**src/rtl/phase_buildout_pkg.sv**
```systemverilog
package phase_buildout_pkg;
  typedef enum logic [1:0] {
    UPD_HOLD    = 2'd0,
    UPD_CLEAR   = 2'd1,
    UPD_CAPTURE = 2'd2,
    UPD_SLEW    = 2'd3
  } upd_sel_e;
endpackage

```
**src/rtl/pb_phase_meter.sv**
```systemverilog
module pb_phase_meter #(
  parameter int PH_W = 8
) (
  input  logic            clk_i,
  input  logic            rst_ni,
  input  logic            ref_edge_i,
  input  logic            fb_edge_i,
  output logic [PH_W-1:0] meas_o
);
  localparam logic [PH_W-1:0] CNT_MAX = '1;

  logic [PH_W-1:0] cnt_q, meas_q;
  logic            run_q;

  always_ff @(posedge clk_i or negedge rst_ni) begin
    if (!rst_ni) begin
      cnt_q  <= '0;
      meas_q <= '0;
      run_q  <= 1'b0;
    end else if (ref_edge_i) begin
      cnt_q <= PH_W'(1);
      run_q <= !fb_edge_i;
      if (fb_edge_i) meas_q <= '0;
    end else if (run_q && fb_edge_i) begin
      meas_q <= cnt_q;
      run_q  <= 1'b0;
    end else if (run_q && cnt_q != CNT_MAX) begin
      cnt_q <= cnt_q + PH_W'(1);
    end
  end

  assign meas_o = meas_q;

  AST_MEAS_ZERO: assert property (@(posedge clk_i) disable iff (!rst_ni)
    (ref_edge_i && fb_edge_i) |=> meas_o == '0);
endmodule

```
**src/rtl/pb_clear_filter.sv**
```systemverilog
module pb_clear_filter #(
  parameter int MIN_CYC = 38
) (
  input  logic clk_i,
  input  logic rst_ni,
  input  logic clr_ni,
  output logic hit_o
);
  localparam int CW = $clog2(MIN_CYC + 1);

  logic [CW-1:0] low_q;

  // fires once, on the MIN_CYC-th consecutive low sample
  assign hit_o = !clr_ni && (low_q == CW'(MIN_CYC - 1));

  always_ff @(posedge clk_i or negedge rst_ni) begin
    if (!rst_ni)                  low_q <= '0;
    else if (clr_ni)              low_q <= '0;
    else if (low_q != CW'(MIN_CYC)) low_q <= low_q + CW'(1);
  end

  AST_CLEAR_ONESHOT: assert property (@(posedge clk_i) disable iff (!rst_ni)
    hit_o |=> !hit_o);
endmodule

```
**src/rtl/pb_tick_gen.sv**
```systemverilog
module pb_tick_gen #(
  parameter int PERIOD = 15625
) (
  input  logic clk_i,
  input  logic rst_ni,
  output logic tick_o
);
  localparam int CW = $clog2(PERIOD + 1);

  logic [CW-1:0] cnt_q;

  assign tick_o = (cnt_q == CW'(PERIOD - 1));

  always_ff @(posedge clk_i or negedge rst_ni) begin
    if (!rst_ni)     cnt_q <= '0;
    else if (tick_o) cnt_q <= '0;
    else             cnt_q <= cnt_q + CW'(1);
  end

  AST_TICK_SINGLE: assert property (@(posedge clk_i) disable iff (!rst_ni)
    (PERIOD > 1 && tick_o) |=> !tick_o);
endmodule

```
**src/rtl/pb_vref_delay.sv**
```systemverilog
module pb_vref_delay #(
  parameter int PH_W = 8
) (
  input  logic            clk_i,
  input  logic            rst_ni,
  input  logic            ref_edge_i,
  input  logic [PH_W-1:0] delay_i,
  output logic            vref_o
);
  logic [PH_W-1:0] rem_q;
  logic            act_q, vref_q;

  always_ff @(posedge clk_i or negedge rst_ni) begin
    if (!rst_ni) begin
      rem_q  <= '0;
      act_q  <= 1'b0;
      vref_q <= 1'b0;
    end else begin
      vref_q <= 1'b0;
      if (ref_edge_i) begin
        // a new edge restarts the delay
        if (delay_i == '0) begin
          vref_q <= 1'b1;
          act_q  <= 1'b0;
        end else begin
          rem_q <= delay_i;
          act_q <= 1'b1;
        end
      end else if (act_q) begin
        if (rem_q == PH_W'(1)) begin
          vref_q <= 1'b1;
          act_q  <= 1'b0;
        end else begin
          rem_q <= rem_q - PH_W'(1);
        end
      end
    end
  end

  assign vref_o = vref_q;

  AST_DELAY_LIVE: assert property (@(posedge clk_i) disable iff (!rst_ni)
    act_q |-> rem_q != '0);
endmodule

```
**src/rtl/phase_buildout.sv**
```systemverilog
module phase_buildout
  import phase_buildout_pkg::*;
#(
  parameter int PH_W        = 8,
  parameter int CLR_MIN_CYC = 38,
  parameter int TICK_CYC    = 15625,
  parameter int SLEW_STEP   = 1
) (
  input  logic            clk_i,
  input  logic            rst_ni,
  input  logic            ref_edge_i,
  input  logic            fb_edge_i,
  input  logic            switch_i,
  input  logic            enable_i,
  input  logic            clr_ni,
  output logic            vref_o,
  output logic [PH_W-1:0] offset_o
);
  localparam logic [PH_W-1:0] STEP_V = PH_W'(SLEW_STEP);

  logic [PH_W-1:0] meas, offset_q, off_nxt;
  logic            clr_hit, tick, arm_q, cap;
  upd_sel_e        upd_sel;

  pb_phase_meter #(.PH_W(PH_W)) u_meter (
    .clk_i, .rst_ni, .ref_edge_i, .fb_edge_i, .meas_o(meas)
  );

  pb_clear_filter #(.MIN_CYC(CLR_MIN_CYC)) u_clr (
    .clk_i, .rst_ni, .clr_ni, .hit_o(clr_hit)
  );

  pb_tick_gen #(.PERIOD(TICK_CYC)) u_tick (
    .clk_i, .rst_ni, .tick_o(tick)
  );

  assign cap = ref_edge_i && arm_q && enable_i;

  always_comb begin
    if (clr_hit)                upd_sel = UPD_CLEAR;
    else if (cap)               upd_sel = UPD_CAPTURE;
    else if (tick && !enable_i) upd_sel = UPD_SLEW;
    else                        upd_sel = UPD_HOLD;
  end

  always_comb begin
    unique case (upd_sel)
      UPD_CLEAR:   off_nxt = '0;
      UPD_CAPTURE: off_nxt = meas;
      UPD_SLEW:    off_nxt = (offset_q > STEP_V) ? offset_q - STEP_V : '0;
      default:     off_nxt = offset_q;
    endcase
  end

  always_ff @(posedge clk_i or negedge rst_ni) begin
    if (!rst_ni) begin
      offset_q <= '0;
      arm_q    <= 1'b0;
    end else begin
      offset_q <= off_nxt;
      // the first reference edge after a switch consumes it, enabled or not
      arm_q    <= switch_i || (arm_q && !ref_edge_i);
    end
  end

  // delay uses the value that takes effect at this edge
  pb_vref_delay #(.PH_W(PH_W)) u_delay (
    .clk_i, .rst_ni, .ref_edge_i, .delay_i(off_nxt), .vref_o
  );

  assign offset_o = offset_q;

  AST_CLEAR_ZEROES: assert property (@(posedge clk_i) disable iff (!rst_ni)
    clr_hit |=> offset_o == '0);
  AST_CAPTURE_LOAD: assert property (@(posedge clk_i) disable iff (!rst_ni)
    (cap && !clr_hit) |=> offset_o == $past(meas));
  AST_SLEW_BOUND: assert property (@(posedge clk_i) disable iff (!rst_ni)
    (!enable_i && !clr_hit && !cap) |=>
      (offset_o <= $past(offset_o)) &&
      (int'(offset_o) + SLEW_STEP >= int'($past(offset_o))));
  AST_HOLD_IDLE: assert property (@(posedge clk_i) disable iff (!rst_ni)
    (enable_i && !clr_hit && !cap) |=> $stable(offset_o));
endmodule

```
**config.mk**
```make
export PLATFORM = sky130hd
export DESIGN_NAME = phase_buildout
export DESIGN_NICKNAME = d
export VERILOG_FILES = /design/src/rtl/phase_buildout_pkg.sv /design/src/rtl/pb_phase_meter.sv /design/src/rtl/pb_clear_filter.sv /design/src/rtl/pb_tick_gen.sv /design/src/rtl/pb_vref_delay.sv /design/src/rtl/phase_buildout.sv
export SDC_FILE = /design/constraint.sdc
export NUM_CORES = 1
export LEC_CHECK = 0
export ABC_AREA = 1
export CAP_MARGIN = 10
export CORE_ASPECT_RATIO = 0.6
export CORE_UTILIZATION = 55
export DETAILED_ROUTE_END_ITERATION = 6
export GPL_TIMING_DRIVEN = 0
export PLACE_DENSITY = 0.73
export SYNTH_ARGS = -nofsm -noshare
export SYNTH_HDL_FRONTEND = slang
export SYNTH_HIERARCHICAL = 1
export SYNTH_SLANG_ARGS = --single-unit
```
**constraint.sdc**
```tcl
create_clock -name clk_i -period 5.1 [get_ports clk_i]
set_input_delay 0.51 -clock clk_i [delete_from_list [all_inputs] [get_ports clk_i]]
set_output_delay 0.51 -clock clk_i [all_outputs]
set_load 0.01 [all_outputs]
```
=== After elaboration in Yosys (flattened, before gate mapping) ===
Cells that the tools add are included.
W data, S select, Z words.

* Logic and storage cells: 76
* Input port bits: 7
* Flip-flop bits (word level): 56

* Reduce and logical (&&, ||, !) cells: 20
* Equality and inequality tests: 12
* $lt $le $gt $ge: 1
* Add/subtract/negate cells: 5
* Muxes and demuxes: 28

{| class="wikitable"
|+ Operators with widths
! cell !! number
|-
| $mux W8 || 11
|-
| $pmux W8 S3 || 1
|-
| $sub A8 B1 Y8 const B || 2
|-
| $add A14 B1 Y14 const B || 1
|-
| $eq A14 B14 Y1 const B || 1
|-
| $mux W14 || 1
|-
| $mux W6 || 2
|-
| $mux W1 || 10
|-
| $add A8 B1 Y8 const B || 1
|-
| $eq A8 B1 Y1 const B || 1
|-
| $gt A8 B1 Y1 const B || 1
|-
| $logic_not A8 Y1 || 1
|-
| $ne A8 B8 Y1 const B || 1
|-
| $reduce_bool A2 Y1 || 4
|-
| $logic_and A1 B1 Y1 || 7
|-
| $add A6 B1 Y6 const B || 1
|-
| $eq A6 B6 Y1 const B || 1
|-
| $mux W2 || 3
|-
| $ne A2 B2 Y1 const B || 3
|-
| $ne A6 B6 Y1 const B || 1
|-
| $eq A2 B2 Y1 const B || 2
|-
| $logic_not A1 Y1 || 4
|-
| $reduce_and A2 Y1 || 2
|-
| $reduce_and A3 Y1 || 1
|-
| other kinds (3) || 3
|}

=== Depth between registers and ports, before layout ===
Gate-level depths: netlist (run 1).

* Depth after elaboration: 10
* Depth in mapped cells: 18
* Mapped depth without buffers: 17

=== Modules after synthesis ===
Netlist (run 1), hierarchy kept.

{| class="wikitable"
|+ By module, submodules not included
! module !! area each (um^2) !! seq. area each (um^2) !! times used !! cells each
|-
| pb_phase_meter || 822.0 || 425.4 || 1 || 102
|-
| pb_tick_gen || 789.5 || 350.3 || 1 || 104
|-
| pb_vref_delay || 724.4 || 250.2 || 1 || 103
|-
| phase_buildout || 615.6 || 225.2 || 1 || 90
|-
| pb_clear_filter || 385.4 || 150.1 || 1 || 51
|}

=== Worst setup path after synthesis (run 1) ===
No wires, ideal clock.

* Path type: register to register
* From: register u_tick.cnt_q[0]
* To: register u_delay.rem_q[2]
* Stages on the path, launching flop included: 19
* Path buffers: 2
* Data arrival time: 2.192 ns
* Slack: 2.789 ns
* Path through: dfrtp_1 inv_1 ha_1 nand4_1 nor2_1 nand2_1 inv_2 a21oi_1 and2_1 clkbuf_2 nand2_1 nand3_1 nor2_1 nand2_1 o21ai_4 nand2_2 buf_6 nand2_1 o21ai_2

* Word-level cells in the longest chain between the ends: 10
* Elaborated cells on any way between the ends: 14
* Classes of those cells: eq/ne (5); mux (6); reduce/logical (3)

{| class="wikitable"
|+ RTL lines
! item !! RTL line !! RTL
|-
| start: declaration || pb_tick_gen.sv:10 || <nowiki>logic [CW-1:0] cnt_q;</nowiki>
|-
| start signal: assignment || pb_tick_gen.sv:17 || <nowiki>else cnt_q <= cnt_q + CW'(1);</nowiki>
|-
| $eq A14 B14 Y1 (*) || pb_tick_gen.sv:12 || <nowiki>assign tick_o = (cnt_q == CW'(PERIOD - 1));</nowiki>
|-
| named net tick || phase_buildout.sv:22 || <nowiki>logic clr_hit, tick, arm_q, cap;</nowiki>
|-
| $logic_and A1 B1 Y1 (*) || phase_buildout.sv:42 || <nowiki>else if (tick && !enable_i) upd_sel = UPD_SLEW;</nowiki>
|-
| $mux W2 (*) || phase_buildout.sv:42 ||
|-
| $mux W2 (*) || phase_buildout.sv:41 || <nowiki>else if (cap) upd_sel = UPD_CAPTURE;</nowiki>
|-
| $mux W2 (*) || phase_buildout.sv:40 || <nowiki>if (clr_hit) upd_sel = UPD_CLEAR;</nowiki>
|-
| $eq A2 B2 Y1 / $eq A2 B1 Y1 (equally long branches) || phase_buildout.sv:47 || <nowiki>unique case (upd_sel)</nowiki>
|-
| $pmux W8 S3 (*) || phase_buildout.sv:47 ||
|-
| named net off_nxt[3] || phase_buildout.sv:21 || <nowiki>logic [PH_W-1:0] meas, offset_q, off_nxt;</nowiki>
|-
| $logic_not A8 Y1 (*) || pb_vref_delay.sv:22 || <nowiki>if (delay_i == '0) begin</nowiki>
|-
| $ne A2 B2 Y1 (no source line) (*) || - ||
|-
| $reduce_and A3 Y1 (no source line) (*) || - ||
|-
| end signal: assignment || pb_vref_delay.sv:26 || <nowiki>rem_q <= delay_i;</nowiki>
|-
| end signal: assignment || pb_vref_delay.sv:34 || <nowiki>rem_q <= rem_q - PH_W'(1);</nowiki>
|-
| end: declaration || pb_vref_delay.sv:10 || <nowiki>logic [PH_W-1:0] rem_q;</nowiki>
|}

Mark *: on every way through the listed nets, which the timed path passes. The rest lies on a longest branch. The select of a mux whose other input is x is not followed.
A chain may end at the register's enable or synchronous reset.

=== Final worst setup path (run 1) ===
Same ends and word-level chain as after synthesis.

==> flow_summary.json, run 1 <==
{
  "utilization_pct": 64.8,
  "synth_cell_types": 29,
  "layout-drive-gt1-share_pct": 9.92,
  "combinationalPowerShare_pct": 30.0,
  "ioPinCount": 16,
  "p_sw_uw": 407,
  "first_iter_violations": 219,
  "cts_buffers": 5,
  "synth-async-reset-ratio_pct": 100,
  "cts.repair.resized": 0,
  "ant_nets": 0,
  "ys_ff_latch": 56,
  "critPathMostFrequentCell": "nand2_1",
  "grt_pass1_wl_um": 12400,
  "area_delta_synth_final_pct": 10.7,
  "avgSynthCellArea_um2": 7.42,
  "h-tree-depth": 2,
  "hold_class": "input pin to asynchronous set/reset pin",
  "antenna_found_initial": 0,
  "initial_core_util_pct": 58.5,
  "r2r_slack_ns": 2.19,
  "irDropWorstVdd_v": 0.000144,
  "internal_power_uw": 726,
  "grt_max_degree": 33,
  "place.gp.congestion": 0.898,
  "max_stage_delay_ns": 0.47,
  "regArea_um2": 1400,
  "crit_start": "u_tick/cnt_q[0]",
  "routed_wl_um": 7130,
  "vias_per_cell": 5.32,
  "numClockSinks": 56,
  "clk_latency_ns": 0.31,
  "postLayoutSetupSlackWorst_ns": 2.19,
  "p_seq_share_pct": 47.6,
  "worstSetupPathDepth": 18,
  "clk_pin_slew_ns": 0.10,
  "power_density_nw_per_um2": 307,
  "r2r-end": "u_delay/rem_q[2]",
  "grt_use_total_pct": 24.6,
  "place_inst": 546,
  "crit_fanout": 10,
  "first_global_vias": 2550,
  "slew_headroom_pct": 60.8,
  "port_buffers": 15,
  "outcome": "complete, no violations",
  "fp.coreArea_um2": 5700,
  "skew_ns": 0.00783,
  "power_leakage_nw": 1.79,
  "cts_setup_buffers": 0,
  "cts_root_buffer": "clkbuf_8",
  "rr_startpoint": "u_tick/cnt_q[0]",
  "fmax_mhz": 343,
  "syn_area_um2": 3340,
  "slew_viol_final": 0,
  "nets": 491,
  "yosysSeqAreaShare_pct": 42.0,
  "clkPwrFrac_pct": 22.4,
  "setup_violations": 0,
  "die_area_um2": 6390,
  "placed_area_um2": 3600,
  "drc_errors": 0,
  "cts_max_path_buffers": 2,
  "synth_ff_type": "dfrtp_1",
  "fill_cells": 529,
  "yosysWarnings": 6,
  "cts_tree": "done",
  "fin_area_um2": 3690,
  "rr_worst_depth": 18,
  "synth_edf_count": 0,
  "multiInputGateArea_um2": 1680,
  "finalSetupTns_ns": 0,
  "num_antenna_cells": 0,
  "syn-num-nets": 468,
  "num_vias": 2948,
  "fin_crit_sh_pct": 57.2,
  "hpwl_um": 5460,
  "wire_per_inst_um": 12.9,
  "detail_route.first_pass.iterations": 5,
  "hold_violations": 0,
  "path_buf_inv": 4,
  "tightest_slew_ns": 0.588,
  "die_h_um": 62.3,
  "rsz0062_at_grt": "false",
  "synthCells": 450,
  "fp-row-count": 21,
  "swShare_pct": 35.9,
  "end_kind": "flip-flop",
  "start_kind": "flip-flop",
  "cp_data_arrival_time_ns": 3.11,
  "maxCapViolCount": 0,
  "criticalPathCategory": "flip-flop to flip-flop",
  "crit_path_top_delay_cell": "dfrtp_1",
  "hold_buffers": 0,
  "die_w_um": 103,
  "crit_chain": "inv_1 -> ha_1 -> nand4_1 -> nor2_1 -> nand2_1 -> inv_2 -> a21oi_1 -> and2_1 -> clkbuf_2 -> nand2_1 -> nand3_1 -> nor2_1 -> nand2_1 -> o21ai_4 -> nand2_2 -> buf_6 -> nand2_1 -> o21ai_2",
  "pre_cts_slack_ns": 2.13,
  "grt.overflow.total": 0,
  "cp_top_family": "simple AND/OR/NAND/NOR gates",
  "timing.hold.ws_ns": 0.188,
  "post-route-min-period_ns": 2.91,
  "fin_cells": 554,
  "total_power_mw": 1.13,
  "required_ns": 5.30
}
layer usage:
layer / vias up / share of wire [%] / wire (um) / global-route usage [%]
li1: 1473 / - / - / -
met1: 1378 / 53 / 3800 / 41.2
met2: 93 / 40 / 2840 / 32.8
met3: 4 / 6.5 / 465 / 4.62
met4: 0 / 0.31 / 22 / 3.75
met5: - / 0 / 0 / 0
flip-flops by register name, summed over array words and instances (netlist names):
name,count
u_tick/cnt_q,14
offset_o,8
u_delay/rem_q,8
u_meter/cnt_q,8
u_meter/meas_o,8
u_clr/low_q,6
arm_q,1
u_delay/act_q,1
u_delay/vref_o,1
u_meter/run_q,1
cell families (layout without fill, tap and decap cells):
logic type                 after synthesis  in the layout  synth area share (%)
DFF                                     56             56                  42.0
adders and majority gates               11             11                  4.12
AOI/OAI and AO/OA                       41             41                  7.50
and+or+nand+nor                        272            272                  36.4
xor gates and xnor gates                 9              9                  2.36
buffers and inverters                   61             85                  7.61
worst max-delay path by stage:
stage,slack [ns],endpoint
after floorplan,2.79,u_delay/rem_q[2]
after CTS,2.26,u_delay/rem_q[2]
after detailed placement,2.13,u_delay/rem_q[2]
after global routing,1.99,u_delay/rem_q[6]
after global placement,1.69,u_meter/cnt_q[2]
final,2.19,u_delay/rem_q[2]
cells in the mapped netlist, types with 6 or more instances:
master | instances | share of area, %
dfrtp_1 | 56 | 42
ha_1 | 11 | 4.1
o21ai_0 | 27 | 4.0
xor2_1 | 7 | 1.8
nand2_2 | 7 | 1.3
inv_1 | 53 | 6.0
nand2_1 | 125 | 14
nand3_1 | 50 | 7.5
o21ai_2 | 6 | 1.6
nand4_1 | 8 | 1.5
nor2_4 | 6 | 2.0
nor2_1 | 60 | 6.7
area by class of cell:
class,count,share of cell area (%)
Tap cell,80,2.71
Multi-Input combinational cell,333,45.5
Sequential cell,56,37.9
Buffer,5,1.19
Clock inverter,2,0.271
Clock buffer,6,2.24
Timing Repair Buffer,16,4.47
Inverter,56,5.69
layout by cell type, fill, tap and decap left out, drive strengths merged, types with 3 or more instances in the layout:
master,n
nand4,8
dfrtp,56
nand2,132
nand3b,3
xor2,7
clkbuf,7
inv,56
clkdlybuf4s50,14
nor2,71
o21ai,34
or2,3
ha,11
buf,6
nand3,52
power groups by stage:
stage / sequential (mW) / clock [mW] / combinational, mW
floorplan: 0.540 / 0 / 0.251
global placement: 0.548 / 0 / 0.321
detailed placement: 0.549 / 0 / 0.335
CTS: 0.540 / 0.265 / 0.336
global route: 0.546 / 0.285 / 0.383
finish: 0.539 / 0.254 / 0.339
(Power assumes the default switching activity.)
==> run 2: changes to the inputs <==
==> constraint.sdc (replaced) <==
create_clock -name clk_i -period 3.05 [get_ports clk_i]
set_input_delay 0.305 -clock clk_i [delete_from_list [all_inputs] [get_ports clk_i]]
set_output_delay 0.305 -clock clk_i [all_outputs]
set_load 0.01 [all_outputs]
==> run 2 against run 1 <==
Effect of this change: the run now ends with hold timing left; worst hold slack got worse by 0.21 ns; wire length grew 0.79%; global-route usage unchanged; non-clock buffer count grew 2; clock skew fell by 0.0011 ns; via count is 0.85% higher.
==> flow_summary.json, run 2 (synthesis gave the netlist of run 1 again) <==
{
  "outcome": "finished, violations left",
  "failed_checks": "hold timing",
  "maxCapViolCount": 0,
  "ioPinCount": 16,
  "initial_core_util_pct": 58.5,
  "tightest_slew_ns": 0.572,
  "grt_use_total_pct": 24.6,
  "crit_fanout": 10,
  "rr_worst_depth": 18,
  "port_buffers": 15,
  "fin_crit_sh_pct": 95.5,
  "setup_violations": 0,
  "fp-row-count": 21,
  "num_antenna_cells": 0,
  "cts_buffers": 5,
  "multiInputGateArea_um2": 1680,
  "routed_wl_um": 7190,
  "antenna_found_initial": 0,
  "fmax_mhz": 343,
  "fill_cells": 527,
  "irDropWorstVdd_v": 0.000240,
  "top_register": "u_tick/cnt_q",
  "hpwl_um": 5460,
  "grt_pass1_wl_um": 12400,
  "criticalPathCategory": "flip-flop to flip-flop",
  "finalSetupTns_ns": 0,
  "regArea_um2": 1400,
  "cts_root_buffer": "clkbuf_8",
  "cts_max_path_buffers": 2,
  "r2r_slack_ns": 0.14,
  "drc_errors": 0,
  "start_kind": "flip-flop",
  "num_vias": 2973,
  "nets": 493,
  "die_w_um": 103,
  "slew_headroom_pct": 61.7,
  "cp_data_arrival_time_ns": 3.11,
  "ant_nets": 0,
  "end_kind": "flip-flop",
  "numClockSinks": 56,
  "grt_max_degree": 33,
  "wire_per_inst_um": 12.9,
  "largest_reg_flops": 14,
  "slew_viol_final": 0,
  "clk_latency_ns": 0.31,
  "h-tree-depth": 2,
  "vias_per_cell": 5.35,
  "post-route-min-period_ns": 2.91,
  "final_cell_mix": "nand2_1, nor2_1, dfrtp_1",
  "required_ns": 3.25,
  "place.gp.congestion": 0.898,
  "layout-drive-gt1-share_pct": 10.5,
  "power_density_nw_per_um2": 510,
  "total_power_mw": 1.89,
  "fp.coreArea_um2": 5700,
  "detail_route.first_pass.iterations": 5,
  "first_iter_violations": 193,
  "die_area_um2": 6390,
  "rsz0062_at_grt": "false",
  "hold_buffers": 0,
  "area_delta_synth_final_pct": 11.2,
  "timing.hold.ws_ns": -0.0206,
  "hold_violations": 24,
  "skew_ns": 0.00677,
  "hold_class": "input pin to asynchronous set/reset pin",
  "cts_tree": "done",
  "power_leakage_nw": 1.80,
  "layout_commonest_cell": "nand2_1",
  "first_global_vias": 2550,
  "die_h_um": 62.3,
  "clk_pin_slew_ns": 0.10,
  "grt.overflow.total": 0
}
## run 2: per-layer routing
metal	vias to the layer above	part of all wire [%]	wire length, um	GRT usage [%]
met2	93	40	2870	32.8
met3	6	6.6	473	4.62
li1	1477	-	-	-
met5	-	0	0	0
met4	0	0.43	31	3.75
met1	1397	53	3810	41.2
## run 2: what timing repair did
action,CTS,global route
setup buffers,0,2
resized for setup,0,1
setup endpoints to repair,0,5
## run 2: cell type report
| class | count | share of cell area, % |
|---|---|---|
| Multi-Input combinational cell | 333 | 45.3 |
| Sequential cell | 56 | 37.8 |
| Inverter | 56 | 5.66 |
| Timing Repair Buffer | 18 | 4.86 |
| Tap cell | 80 | 2.70 |
| Clock buffer | 6 | 2.23 |
| Buffer | 5 | 1.18 |
| Clock inverter | 2 | 0.270 |
## run 2: final timing paths
| check | start | end |
|---|---|---|
| worst max-delay path | u_tick/cnt_q[0] | u_delay/rem_q[2] |
| worst min-delay path | rst_ni | u_tick/cnt_q[11] |
| worst max register to register | u_tick/cnt_q[0] | u_delay/rem_q[2] |
| worst min register to register | u_delay/rem_q[7] | u_delay/rem_q[7] |
| max in group asynchronous | rst_ni | u_delay/rem_q[6] |
| min in group clk_i | u_delay/rem_q[7] | u_delay/rem_q[7] |
## run 2: power breakdown
part	internal, mW	switching, mW
clock network	0.182	0.241
registers	0.820	0.0825
logic	0.212	0.357
## run 2: worst max-delay path, cell delays in order, from the launching register on
cell      delay [ns]
dfrtp_2         0.46
inv_1           0.08
ha_1            0.16
nand4_1         0.09
nor2_1          0.15
nand2_1         0.18
inv_2           0.16
a21oi_1         0.08
and2_1          0.14
clkbuf_2        0.16
nand2_1         0.08
nand3_1         0.15
nor2_1          0.16
nand2_1         0.13
o21ai_4         0.20
nand2_2         0.12
buf_6           0.17
nand2_1         0.07
o21ai_2         0.05
## run 2: per-stage QoR
stage	util [%]	setup slack, ns	instance area (um2)	hold WS (ns)	std cells
4_1_cts	64.8	0.215	3690	0.00250	554
3_5_place_dp	63.2	0.253	3600	0.345	546
6_report	65.1	0.139	3710	-0.0206	556
3_3_place_gp	62.9	-0.153	3590	0.487	545
2_1_floorplan	-	0.739	3340	0.00941	450
5_1_grt	65.1	0.0141	3710	0.0386	556
